**src/rtl/hbl_pkg.sv**
```systemverilog
package hbl_pkg;
  typedef enum logic [2:0] {
    ST_WAIT,
    ST_COUNT,
    ST_ADDR,
    ST_DATA,
    ST_END,
    ST_OFF
  } hbl_state_e;

  // host boot is selected when the two upper mode bits are both set
  function automatic logic is_host_boot(input logic [3:0] m);
    return m[3] & m[2];
  endfunction

  function automatic logic is_receiving(input hbl_state_e s);
    return (s == ST_COUNT) || (s == ST_ADDR) || (s == ST_DATA);
  endfunction
endpackage

```
**src/rtl/hbl_mode_latch.sv**
```systemverilog
module hbl_mode_latch #(
  parameter int MODE_W = 4
) (
  input  logic              clk,
  input  logic              rst_n,
  input  logic [MODE_W-1:0] pins,
  output logic [MODE_W-1:0] mode_q,
  output logic              mode_valid
);
  always_ff @(posedge clk or negedge rst_n) begin
    if (!rst_n) begin
      mode_q     <= '0;
      mode_valid <= 1'b0;
    end else if (!mode_valid) begin
      mode_q     <= pins;
      mode_valid <= 1'b1;
    end
  end
endmodule

```
**src/rtl/hbl_byte_packer.sv**
```systemverilog
module hbl_byte_packer #(
  parameter int BYTE_W = 8,
  parameter int WORD_W = 24
) (
  input  logic              clk,
  input  logic              rst_n,
  input  logic              take,
  input  logic [BYTE_W-1:0] byte_in,
  output logic              word_fire,
  output logic [WORD_W-1:0] word_out
);
  localparam int NBYTES = WORD_W / BYTE_W;
  localparam int IDX_W  = (NBYTES > 1) ? $clog2(NBYTES) : 1;
  localparam logic [IDX_W-1:0] LAST_IDX = IDX_W'(NBYTES - 1);

  logic [IDX_W-1:0]  idx_q;
  logic [WORD_W-1:0] acc_q;

  // new byte enters at the top, older bytes move down: LSB-first order
  function automatic logic [WORD_W-1:0] shift_in(input logic [WORD_W-1:0] acc,
                                                 input logic [BYTE_W-1:0] b);
    return {b, acc[WORD_W-1:BYTE_W]};
  endfunction

  assign word_out  = shift_in(acc_q, byte_in);
  assign word_fire = take && (idx_q == LAST_IDX);

  always_ff @(posedge clk or negedge rst_n) begin
    if (!rst_n) begin
      idx_q <= '0;
      acc_q <= '0;
    end else if (take) begin
      acc_q <= word_out;
      idx_q <= (idx_q == LAST_IDX) ? '0 : idx_q + IDX_W'(1);
    end
  end
endmodule

```
**src/rtl/hbl_sequencer.sv**
```systemverilog
module hbl_sequencer
  import hbl_pkg::*;
#(
  parameter int WORD_W = 24
) (
  input  logic              clk,
  input  logic              rst_n,
  input  logic              mode_valid,
  input  logic              host_sel,
  input  logic              word_fire,
  input  logic [WORD_W-1:0] word_in,
  output hbl_state_e        state,
  output logic              rx_ready,
  output logic              we,
  output logic [WORD_W-1:0] waddr,
  output logic [WORD_W-1:0] wdata,
  output logic              done,
  output logic [WORD_W-1:0] jump_addr
);
  localparam logic [WORD_W-1:0] ONE = WORD_W'(1);

  logic [WORD_W-1:0] count_q, remain_q, next_addr_q, start_q;

  assign rx_ready = is_receiving(state);

  always_ff @(posedge clk or negedge rst_n) begin
    if (!rst_n) begin
      state       <= ST_WAIT;
      count_q     <= '0;
      remain_q    <= '0;
      next_addr_q <= '0;
      start_q     <= '0;
      we          <= 1'b0;
      waddr       <= '0;
      wdata       <= '0;
      done        <= 1'b0;
      jump_addr   <= '0;
    end else begin
      we   <= 1'b0;
      done <= 1'b0;
      case (state)
        ST_WAIT: if (mode_valid) state <= host_sel ? ST_COUNT : ST_OFF;
        ST_COUNT: if (word_fire) begin
          count_q <= word_in;
          state   <= ST_ADDR;
        end
        ST_ADDR: if (word_fire) begin
          start_q     <= word_in;
          next_addr_q <= word_in;
          remain_q    <= count_q;
          if (count_q == '0) begin
            done      <= 1'b1;
            jump_addr <= word_in;
            state     <= ST_END;
          end else begin
            state <= ST_DATA;
          end
        end
        ST_DATA: if (word_fire) begin
          we          <= 1'b1;
          waddr       <= next_addr_q;
          wdata       <= word_in;
          next_addr_q <= next_addr_q + ONE;
          remain_q    <= remain_q - ONE;
          if (remain_q == ONE) begin
            done      <= 1'b1;
            jump_addr <= start_q;
            state     <= ST_END;
          end
        end
        default: state <= state;
      endcase
    end
  end
endmodule

```
**src/rtl/hbl_boot_loader.sv**
```systemverilog
module hbl_boot_loader
  import hbl_pkg::*;
#(
  parameter int BYTE_W = 8,
  parameter int WORD_W = 24,
  parameter int MODE_W = 4
) (
  input  logic              clk,
  input  logic              rst_n,
  input  logic [MODE_W-1:0] mode_pins,
  input  logic [BYTE_W-1:0] in_data,
  input  logic              in_valid,
  output logic              in_ready,
  output logic              mem_we,
  output logic [WORD_W-1:0] mem_addr,
  output logic [WORD_W-1:0] mem_wdata,
  output logic              boot_done,
  output logic [WORD_W-1:0] boot_addr,
  output logic              host_mode,
  output logic [1:0]        bus_style
);
  logic [MODE_W-1:0] mode_q;
  logic              mode_valid;
  logic              byte_take;
  logic              word_fire;
  logic [WORD_W-1:0] word_val;
  hbl_state_e        state;

  hbl_mode_latch #(.MODE_W(MODE_W)) u_mode (
    .clk(clk), .rst_n(rst_n), .pins(mode_pins),
    .mode_q(mode_q), .mode_valid(mode_valid)
  );

  assign host_mode = mode_valid & is_host_boot(mode_q[3:0]);
  assign bus_style = mode_q[1:0];
  assign byte_take = in_valid & in_ready;

  hbl_byte_packer #(.BYTE_W(BYTE_W), .WORD_W(WORD_W)) u_pack (
    .clk(clk), .rst_n(rst_n), .take(byte_take), .byte_in(in_data),
    .word_fire(word_fire), .word_out(word_val)
  );

  hbl_sequencer #(.WORD_W(WORD_W)) u_seq (
    .clk(clk), .rst_n(rst_n), .mode_valid(mode_valid), .host_sel(host_mode),
    .word_fire(word_fire), .word_in(word_val), .state(state),
    .rx_ready(in_ready), .we(mem_we), .waddr(mem_addr), .wdata(mem_wdata),
    .done(boot_done), .jump_addr(boot_addr)
  );
endmodule

```
**config.mk**
```make
export PLATFORM = sky130hd
export DESIGN_NAME = hbl_boot_loader
export DESIGN_NICKNAME = d
export VERILOG_FILES = /design/src/rtl/hbl_pkg.sv /design/src/rtl/hbl_mode_latch.sv /design/src/rtl/hbl_byte_packer.sv /design/src/rtl/hbl_sequencer.sv /design/src/rtl/hbl_boot_loader.sv
export SDC_FILE = /design/constraint.sdc
export NUM_CORES = 1
export LEC_CHECK = 0
export ABC_AREA = 1
export BUFFER_PORTS_ARGS = -buffer_cell sky130_fd_sc_hd__buf_4
export CORE_MARGIN = 10
export CORE_UTILIZATION = 50
export DETAILED_ROUTE_END_ITERATION = 8
export GPL_ROUTABILITY_DRIVEN = 0
export PLACE_DENSITY = 0.66
export SETUP_SLACK_MARGIN = 0.05
export SKIP_LAST_GASP = 1
export SLEW_MARGIN = 40
export SYNTH_ARGS = -nofsm -noshare
export SYNTH_HDL_FRONTEND = slang
export SYNTH_SLANG_ARGS = --single-unit
export TNS_END_PERCENT = 30
```
**constraint.sdc**
```tcl
create_clock -name clk -period 3.9 [get_ports clk]
set_clock_uncertainty 0.05 [all_clocks]
set_input_delay 0.195 -clock clk [delete_from_list [all_inputs] [get_ports clk]]
set_output_delay 0.195 -clock clk [all_outputs]
set_load 0.1 [all_outputs]
```
==> reports/metrics.cfg <==
[outcome]
run_status=finished clean

[sta]
rsz0062_at_grt=no
max_slew_margin=0.5138
fin_crit_sh=0.7311
fin_setup_tns_ns=0
fmax_mhz=350.7
setup_viol=0
tightestPinTransition_ns=0.7283
min_period_ns=2.851
fin_hold_ws_ns=0.2650
slew_viol_final=0
hold_viol=0

[finish]
register_area_sq_um=4905
fin_nets=1314
area_growth_pct=16.70
antennaDiodeCount=0
multi_input_area_sq_um=3806
drive_above_1_share=0.1138
fillers=1732

[routing]
wl_microns=25330
drt-pass1-iter-count=5
antenna_left=0
drtIter0Drc=752
viasPerCell=5.259
drc=0
num_vias=8115
wire_per_inst_microns=16.42

[global_route]
grt_pass1_wl_microns=41000
grt_usage=0.2102
met3_usage=0.04995
use_met1=0.2902
grt_pass1_vias=7675
overflow=0
grt-busiest-layer=met2
antenna_found_initial=0
grt_max_degree=121
grtUsageMet2=0.3204

[worst_setup_path]
crit_start=u_seq.state[2]
rr_worst_depth=9
arrival_ns=3.18
worstPathRequired_ns=4.23
rrSetupSlack_ns=1.05
crit_type=flip-flop to flip-flop
regToRegEndpoint=u_seq.jump_addr[13]
crit_fanout=36
crit_path_start_kind=flip-flop
timing.rr.start=u_seq.state[2]
crit_end=u_seq.jump_addr[13]
critPathCaptureType=flip-flop

[die]
row_count=50
io_pins=93
initial_core_util=0.5054
core_sq_um=18640
die_w_microns=157.3
dieArea_sq_um=24740
dieHeight_microns=157.3

[pwr]
p_seq_frac=0.508
power_frac_clock=0.452
p_leak_nw=5.367
p_comb_frac=0.039
max-vdd-ir-drop_uv=346.1
power.density_nw_per_um2=367.3
switching_share=0.2403
netSwitchingPower_mw=0.9704
p_int_mw=3.068

[synth]
ys.flop_type=dfrtp_1
synth_nets=1236
ys_async_sr_fraction=1.000
synth.yosys.seq_area_share=0.5205
syn_inst=1218
synth_warnings=0
synthesis.area_sq_um=9423
ys_seq_elements=196
synth_enable_flop_cells=0
postSynthAreaPerCell_sq_um=7.736
synth.distinct_cells=38

[worst_hold_path]
hp-class=input port to flip-flop
min-delay-start=in_valid

[cts]
cts_setup_buffers=0
clk_pin_slew_ns=0.07
clock_path_buffers=2
clk_latency_ns=0.44
cts_buffers=17
tritoncts=done
cts.sinks=196
cts_max_level=4
cts_root_buf=clkbuf_16

[place]
dp_hpwl_microns=17210
numPortBuffers=92

[job]
cap_violations=0

[state kept, by name (all words and copies together), names as in the netlist]
name,count
u_seq.done,1
u_seq.state,3
u_pack.acc_q,16
u_seq.jump_addr,24
u_seq.waddr,24
u_mode.mode_q,4
u_seq.next_addr_q,24
u_mode.mode_valid,1
u_seq.count_q,24
u_seq.remain_q,24
u_seq.we,1
u_seq.wdata,24
u_pack.idx_q,2
u_seq.start_q,24
[cell type report]
cell class,count,share of cell area
clock inverter,14,0.01502
inverter,123,0.04198
clock buffer,18,0.03994
tap,234,0.02662
multi-input combinational,845,0.3461
sequential,196,0.4460
timing repair buffer,113,0.08431
[cell usage after synthesis (2+ instances only)]
master    count  area share
nand2_1     406        0.16
o22ai_1       5      0.0033
o21bai_1     24       0.019
a21boi_1      8      0.0064
inv_1       118       0.047
buf_1         2     0.00080
nand2_2       2      0.0013
buf_4         4      0.0032
nor2_1      105       0.042
nand4_1       8      0.0053
dfrtp_1     196        0.52
nor3_1        4      0.0021
nand3_1      42       0.022
xor2_1        3      0.0028
o21ai_1      46       0.024
buf_2        28       0.015
o21ai_0     145       0.077
inv_2         5      0.0020
o211ai_1      2      0.0016
a31oi_1       4      0.0027
a21oi_1      21       0.011
ha_1          3      0.0040
clkbuf_1     20      0.0080
nor2_4        3      0.0036
[metal layers]
layer | part of all wire | routed length, microns | up-vias
met5 | 0 | 0 | -
met4 | 0.020 | 505 | 0
met3 | 0.073 | 1844 | 34
met2 | 0.45 | 11380 | 238
met1 | 0.46 | 11610 | 3816
li1 | - | - | 4027
[worst min path at each step]
stage / slack (ns) / endpoint / cells past startpoint
final: 0.27 / u_pack.acc_q[9] / 5
after global routing: 0.30 / u_pack.acc_q[14] / 5
after CTS: 0.26 / u_pack.acc_q[14] / 5
after detailed placement: 0.20 / u_mode.mode_q[2] / 1
after global placement: 0.35 / u_mode.mode_q[0] / 3
after floorplan: -0.15 / u_mode.mode_q[0] / 0
[timing repair]
item                      in CTS  in global routing
hold buffers                  13                  0
hold endpoints to repair     130                  0
resized for setup              0                  0
[critical path, cell delays in order (launching register included)]
cell and delay (ns):
dfrtp_1 0.39, inv_1 0.12, o21ai_2 0.12, nor2_8 0.36, nand2_4 0.14, nand2_1 0.10
nand3_2 0.51, nor2_4 0.76, nand2_1 0.13, nand2_1 0.10
[stage by stage]
stage | worst slack (ns) | util | total power [mW] | std cells | cell area (sq um)
4_1_cts | 1.068 | 0.5899 | 4.069 | 1543 | 11000
6_report | 1.049 | 0.5899 | 4.039 | 1543 | 11000
3_5_place_dp | 1.107 | 0.5505 | 2.245 | 1498 | 10260
3_3_place_gp | 1.181 | 0.5486 | 2.242 | 1497 | 10230
2_1_floorplan | 1.601 | - | 2.150 | 1218 | 9423
5_1_grt | 0.8110 | 0.5899 | 4.165 | 1543 | 11000
[placed cells by master, fill, tap and decap left out, drive strengths merged]
cell           n
or2            1
ha             3
nor3           4
conb           1
o21a           1
o211ai         2
inv          130
o21bai        24
a31oi          4
clkbuf        19
dfrtp        196
clkinvlp       3
nand3         43
mux2i          1
o21ai        192
a21oi         21
buf           99
nand3b         1
o31ai          1
nor3b          1
clkinv         2
o22ai          5
nand2        409
dlygate4sd3   13
a21boi         8
xor2           3
a22o           1
nand4          8
a21o           1
nor2         110
bufinv         2
[kinds of logic after synthesis]
group,after synthesis,synth area share
multiplexers,1,0.001062
AND/OR/NAND/NOR,577,0.2455
flip-flops,196,0.5205
other,1,0.0003980
adder cells (fa/ha/maj),3,0.003984
AO/OA/AOI/OAI,260,0.1499
buffers and inverters,177,0.07582
XOR/XNOR,3,0.002789
[power groups by stage]
stage	clock network, mW	registers [mW]	logic, mW
floorplan	0	2.09	0.0579
global placement	0	2.09	0.150
detailed placement	0	2.09	0.152
CTS	1.85	2.05	0.163
global route	1.94	2.05	0.175
finish	1.83	2.05	0.159
Power figures use the tool's default switching activity.
